--- src/rtl/hp_timer.sv ---
module hp_timer #(
  parameter int DW      = 32,
  parameter int AW      = 5,
  parameter int NUM_RST = 46875,
  parameter int DEN_RST = 64
) (
  input  logic          clk,
  input  logic          rst_n,
  input  logic          fast_tick,
  input  logic          slow_tick,
  input  logic          on_slow,
  input  logic          wr_en,
  input  logic          rd_en,
  input  logic [AW-1:0] addr,
  input  logic [DW-1:0] wdata,
  output logic [DW-1:0] rdata,
  output logic          irq
);
  localparam int CW = 2 * DW;
  localparam logic [1:0] MODE_HARD = 2'd1;
  localparam logic [AW-1:0] A_CTRL = 0, A_IE = 1, A_STAT = 2, A_NUM = 3, A_DEN = 4,
    A_LDL = 5, A_LDH = 6, A_DLL = 7, A_DLH = 8, A_SYNC = 9, A_CURL = 10, A_CURH = 11,
    A_SLL = 12, A_SLH = 13, A_BGL = 14, A_BGH = 15, A_ENL = 16, A_ENH = 17, A_VLD = 18;

  logic [3:0]    ctrl;
  logic [2:0]    ie, stat;
  logic [1:0]    vld;
  logic [DW-1:0] num, den, grp, cur_hi, slow_hi;
  logic [CW-1:0] load, delta, cnt, slow_cnt, beg_ts, end_ts;
  logic          pend, on_slow_q;

  wire en      = ctrl[0];
  wire restart = ctrl[3];
  wire hard_on = en && ctrl[2:1] == MODE_HARD && on_slow;
  wire [DW:0] grp_inc = {1'b0, grp} + 1'b1;
  wire grp_done = hard_on && slow_tick && (grp_inc >= {1'b0, den});
  wire fast_inc = en && fast_tick && !on_slow;
  wire sync_go  = en && pend && slow_tick;
  wire hit      = en && cnt == load;
  wire rise     = on_slow && !on_slow_q;
  wire fall     = !on_slow && on_slow_q;
  wire sync_wr  = wr_en && addr == A_SYNC && wdata[0];

  wire [CW-1:0] cnt_sum = cnt + {{(CW-1){1'b0}}, fast_inc}
                        + (grp_done ? {{DW{1'b0}}, num} : '0)
                        + (sync_go ? delta : '0);

  wire [2:0] stat_clr = (wr_en && addr == A_STAT) ? wdata[2:0] : 3'b0;
  wire [1:0] vld_clr  = (wr_en && addr == A_VLD) ? wdata[1:0] : 2'b0;

  always_ff @(posedge clk or negedge rst_n) begin
    if (!rst_n) begin
      ctrl <= '0; ie <= '0; num <= DW'(NUM_RST); den <= DW'(DEN_RST);
      load <= '1; delta <= '0;
    end else if (wr_en) begin
      case (addr)
        A_CTRL: ctrl <= wdata[3:0];
        A_IE:   ie <= wdata[2:0];
        A_NUM:  num <= wdata;
        A_DEN:  den <= wdata;
        A_LDL:  load[DW-1:0] <= wdata;
        A_LDH:  load[CW-1:DW] <= wdata;
        A_DLL:  delta[DW-1:0] <= wdata;
        A_DLH:  delta[CW-1:DW] <= wdata;
        default: ;
      endcase
    end
  end

  always_ff @(posedge clk or negedge rst_n) begin
    if (!rst_n) begin
      cnt <= '0; slow_cnt <= '0; grp <= '0; pend <= 1'b0; on_slow_q <= 1'b0;
      stat <= '0; vld <= '0; beg_ts <= '0; end_ts <= '0;
    end else begin
      cnt <= (hit && restart) ? '0 : cnt_sum;
      if (en && slow_tick) slow_cnt <= slow_cnt + 1'b1;
      if (!hard_on) grp <= '0;
      else if (slow_tick) grp <= grp_done ? '0 : grp_inc[DW-1:0];
      if (sync_wr) pend <= 1'b1;
      else if (sync_go) pend <= 1'b0;
      on_slow_q <= on_slow;
      stat <= (stat & ~stat_clr) | {sync_go, grp_done, hit};
      vld  <= (vld & ~vld_clr) | {fall, rise};
      if (rise) beg_ts <= cnt;
      if (fall) end_ts <= cnt;
    end
  end

  always_ff @(posedge clk or negedge rst_n) begin
    if (!rst_n) begin
      cur_hi <= '0; slow_hi <= '0;
    end else if (rd_en) begin
      if (addr == A_CURL) cur_hi <= cnt[CW-1:DW];
      if (addr == A_SLL)  slow_hi <= slow_cnt[CW-1:DW];
    end
  end

  always_comb begin
    case (addr)
      A_CTRL: rdata = {{(DW-4){1'b0}}, ctrl};
      A_IE:   rdata = {{(DW-3){1'b0}}, ie};
      A_STAT: rdata = {{(DW-3){1'b0}}, stat};
      A_NUM:  rdata = num;
      A_DEN:  rdata = den;
      A_LDL:  rdata = load[DW-1:0];
      A_LDH:  rdata = load[CW-1:DW];
      A_DLL:  rdata = delta[DW-1:0];
      A_DLH:  rdata = delta[CW-1:DW];
      A_SYNC: rdata = {{(DW-1){1'b0}}, pend};
      A_CURL: rdata = cnt[DW-1:0];
      A_CURH: rdata = cur_hi;
      A_SLL:  rdata = slow_cnt[DW-1:0];
      A_SLH:  rdata = slow_hi;
      A_BGL:  rdata = beg_ts[DW-1:0];
      A_BGH:  rdata = beg_ts[CW-1:DW];
      A_ENL:  rdata = end_ts[DW-1:0];
      A_ENH:  rdata = end_ts[CW-1:DW];
      A_VLD:  rdata = {{(DW-2){1'b0}}, vld};
      default: rdata = '0;
    endcase
  end

  assign irq = |(stat & ie);

  assert_hold_R2: assert property (@(posedge clk) disable iff (!rst_n)
    !en |=> cnt == $past(cnt));
  assert_restart_R10: assert property (@(posedge clk) disable iff (!rst_n)
    (en && restart && cnt == load) |=> cnt == '0);
  assert_sync_done_R6: assert property (@(posedge clk) disable iff (!rst_n)
    (pend && en && slow_tick) |=> stat[2]);
  assert_sticky_R7: assert property (@(posedge clk) disable iff (!rst_n)
    (stat[2] && !(wr_en && addr == A_STAT && wdata[2])) |=> stat[2]);
  assert_begin_R11: assert property (@(posedge clk) disable iff (!rst_n)
    (on_slow && !on_slow_q) |=> (vld[0] && beg_ts == $past(cnt)));
  assert_group_R5: assert property (@(posedge clk) disable iff (!rst_n)
    !(en && ctrl[2:1] == MODE_HARD && on_slow) |=> grp == '0);
endmodule

--- config.mk ---
export PLATFORM = sky130hd
export DESIGN_NAME = hp_timer
export DESIGN_NICKNAME = d
export VERILOG_FILES = /design/src/rtl/hp_timer.sv
export SDC_FILE = /design/constraint.sdc
export NUM_CORES = 1
export LEC_CHECK = 0
export BUFFER_PORTS_ARGS = -buffer_cell sky130_fd_sc_hd__buf_2
export CAP_MARGIN = 20
export CORE_ASPECT_RATIO = 1.1
export CORE_MARGIN = 10
export CORE_UTILIZATION = 50
export CTS_BUF_LIST = sky130_fd_sc_hd__clkbuf_2
export DETAILED_ROUTE_END_ITERATION = 6
export GPL_ROUTABILITY_DRIVEN = 0
export GPL_TIMING_DRIVEN = 0
export PLACE_DENSITY_LB_ADDON = 0.08
export SYNTH_ARGS = -nofsm -noshare
export SYNTH_HDL_FRONTEND = slang
export SYNTH_SLANG_ARGS = --single-unit
--- constraint.sdc ---
create_clock -name clk -period 9.05 [get_ports clk]
set_input_delay 1.3575 -clock clk [delete_from_list [all_inputs] [get_ports clk]]
set_output_delay 1.3575 -clock clk [all_outputs]
set_load 0.005 [all_outputs]
==> flow_metrics.tcl <==
set metrics [dict create \
    synth_top_area_share_pct 38.7 \
    initial_core_util_pct 50.3 \
    fin_skew_ns 0.127 \
    cts_tree "built" \
    die_w_um 258 \
    crit_top_cell "o21ai_0" \
    ant_nets 0 \
    drive_gt1_share_pct 26.8 \
    cpPeakStageDelay_ns 0.52 \
    path_clk_slew_ns 0.09 \
    grt_pass1_wl_mm 184 \
    finalSetupViolations 0 \
    crit_type "reg2reg" \
    num_rows 96 \
    synth_area_leaders "dfrtp_1 39%, mux2_2 14%, dfstp_2 6.3%" \
    ys_seq_elements 558 \
    synthTopCellsByCount "483 x dfrtp_1, 397 x mux2_2, 168 x nor2_1" \
    drv_slew 0 \
    syn_inst 2844 \
    rsz0062_at_grt "no" \
    required_ns 10.30 \
    clkLatencyLatePin_ns 1.45 \
    clkPwrFrac_pct 30.0 \
    vias 26700 \
    crit_path_start_kind "flip-flop" \
    syn_area_sq_um 31200 \
    dp_hpwl_mm 98.1 \
    fin_crit_sh_pct 96.4 \
    combPwrFrac_pct 18.4 \
    fill_cells 5459 \
    ys.flop_type "dfrtp_1" \
    critPathTopFamily "compound AO/OA/AOI/OAI gates" \
    post-route-util_pct 55.7 \
    drt_iter0_markers 3023 \
    synth_fp_nets 3049 \
    sw_frac_of_total_pct 35.4 \
    cp_slowest_cell "a21oi_1" \
    grt_use_total_pct 35.2 \
    leakagePower_nw 16.6 \
    yosysUniqueCellTypes 70 \
    p_int_mw 4.32 \
    violations "design-rule violations" \
    synth_seq_area_share_pct 45.0 \
    min_period_ns 8.73 \
    drtPass1Iterations 7 \
    tightest_slew_ns 1.34 \
    min_path_type "in2reg" \
    synth_top_cell_by_area "dfrtp_1" \
    wl_mm 129 \
    area_growth_pct 10.9 \
    dpl_cell_area_sq_um 33000 \
    synthArstFlopShare_pct 100 \
    antenna_found_initial 7 \
    cts_max_path_buffers 3 \
    port_buffers 72 \
    overflow 0 \
    status "finished with violations" \
    ios 77 \
    htree_levels 4 \
    seq_power_share_pct 51.5 \
    wl_per_cell_um 31.9 \
    p_total_mw 6.69 \
    drc_errors 22 \
    powerDensity_nw_per_um2 193 \
    cts_buffers 150 \
    finalHoldViolCount 0 \
    clockRootBuffer "clkbuf_2" \
    crit_buf_inv 5 \
    die_area_sq_um 72800 \
    relSlewSlack_pct 10.5 \
    nNetsFinal 3300 \
    tns_ns 0 \
    max_cap_viol_count 0 \
    grt_pass1_vias 26900 \
    cts_sinks 558 \
    synth_warnings 0 \
    avgSynthCellArea_sq_um 11.0 \
    grt_max_degree 121 \
    die_h_um 282 \
    worstPathArrival_ns 9.98 \
    cp_max_fo 10 \
    final_cell_area_sq_um 34600 \
    ir_worst_vdd_v 0.000130 \
    fmax_mhz 115 \
    p_switching_mw 2.37 \
    end_kind "flip-flop" \
    synth_most_common_cell "dfrtp_1" \
    synth_edf_count 0 \
    avgViaCountPerCell 6.58 \
    design.core.area_sq_um 62100 \
]
## layer usage
layer	part of all wire, %	GRT usage (%)	vias to the layer above
li1	-	-	11000
met1	36	40.5	13400
met2	44	53.4	1745
met3	11	12.8	532
met4	8.2	26.6	6
met5	0.068	0	-
## final cells by class
class / instances / area (sq um) / area share [%]
buffer: 147 / 592 / 1.71
inverter: 74 / 278 / 0.803
timing repair buffer: 99 / 795 / 2.30
tap: 833 / 1040 / 3.01
sequential: 558 / 14100 / 40.6
clock buffer: 243 / 1220 / 3.51
antenna: 7 / 17.5 / 0.0506
clock inverter: 27 / 262 / 0.756
multi-input combinational: 2065 / 16300 / 47.2
## placed cells by master, fill, tap and decap left out, drive strengths merged, types with 73 or more instances in the layout
cell and n:
a21oi 102, a22oi 100, buf 138, clkbuf 350, dfrtp 483, dfstp 75, ha 128, inv 77
mux2 397, nand2 162, nand4 87, nor2 168, o21ai 73, xnor2 125
## worst reg2reg max path: cells and delay by family, from the launching register on
kind	cells	cell delay, ns
compound gates	9	3.03
simple gates	9	2.22
fa+ha+maj	4	1.36
xor+xnor	1	0.18
mux	1	0.36
buf+inv	5	1.02
flops	1	0.45
## cell families after synthesis
kind of cell,Yosys count,share of synthesized area [%]
compound gates,552,12.6
xor+xnor,188,5.27
fa+ha+maj,161,7.25
buf+inv,221,2.78
flops,558,45.0
mux,398,14.4
simple gates,766,12.7
## registers in the layout, indices dropped and copies added, names as in the netlist, 3 cells and up
register	flops
ie	3
grp	32
slow_hi	32
beg_ts	64
ctrl	4
den	32
cnt	64
slow_cnt	64
delta	64
end_ts	64
num	32
load	64
cur_hi	32
stat	3
## path summary, 6_finish.rpt
check,from,end,slack [ns],cells after the start
worst max-delay path,grp[0],cnt[59],0.32,29
worst min-delay path,on_slow,on_slow_q,0.16,1
worst max register to register,grp[0],cnt[59],0.32,29
worst min register to register,slow_cnt[43],slow_cnt[43],0.49,1
max in group asynchronous,rst_n,cnt[59],6.73,4
min in group asynchronous,rst_n,grp[9],0.58,2
## metrics by stage
step | setup WS [ns] | instances | hold WS [ns]
floorplan | 2.26 | 2844 | 0.441
global placement | -5.04 | 3749 | 0.464
detailed placement | -0.232 | 3768 | 0.471
CTS | 0.0562 | 4041 | 0.0325
global route | 0.0897 | 4047 | 0.131
finish | 0.325 | 4053 | 0.164
## power by group through the flow
stage                     sequential (mW)  clock [mW]  combinational, mW
after floorplan                      3.18           0              0.814
after global placement               3.44           0               1.16
after detailed placement             3.45           0               1.20
after CTS                            3.40        2.02               1.21
after global routing                 3.46        2.16               1.32
final                                3.45        2.01               1.23
## repair_timing
action | CTS | global route
resized for setup | 1 | 7
cloned | 0 | 0
hold buffers | 1 | 0
setup endpoints to repair | 8 | 20
pin swaps | 1 | 1
endpoints found under the hold margin | 64 | 0
buffers inserted | 2 | 0
Note: power is estimated with default switching activity, not from simulation.
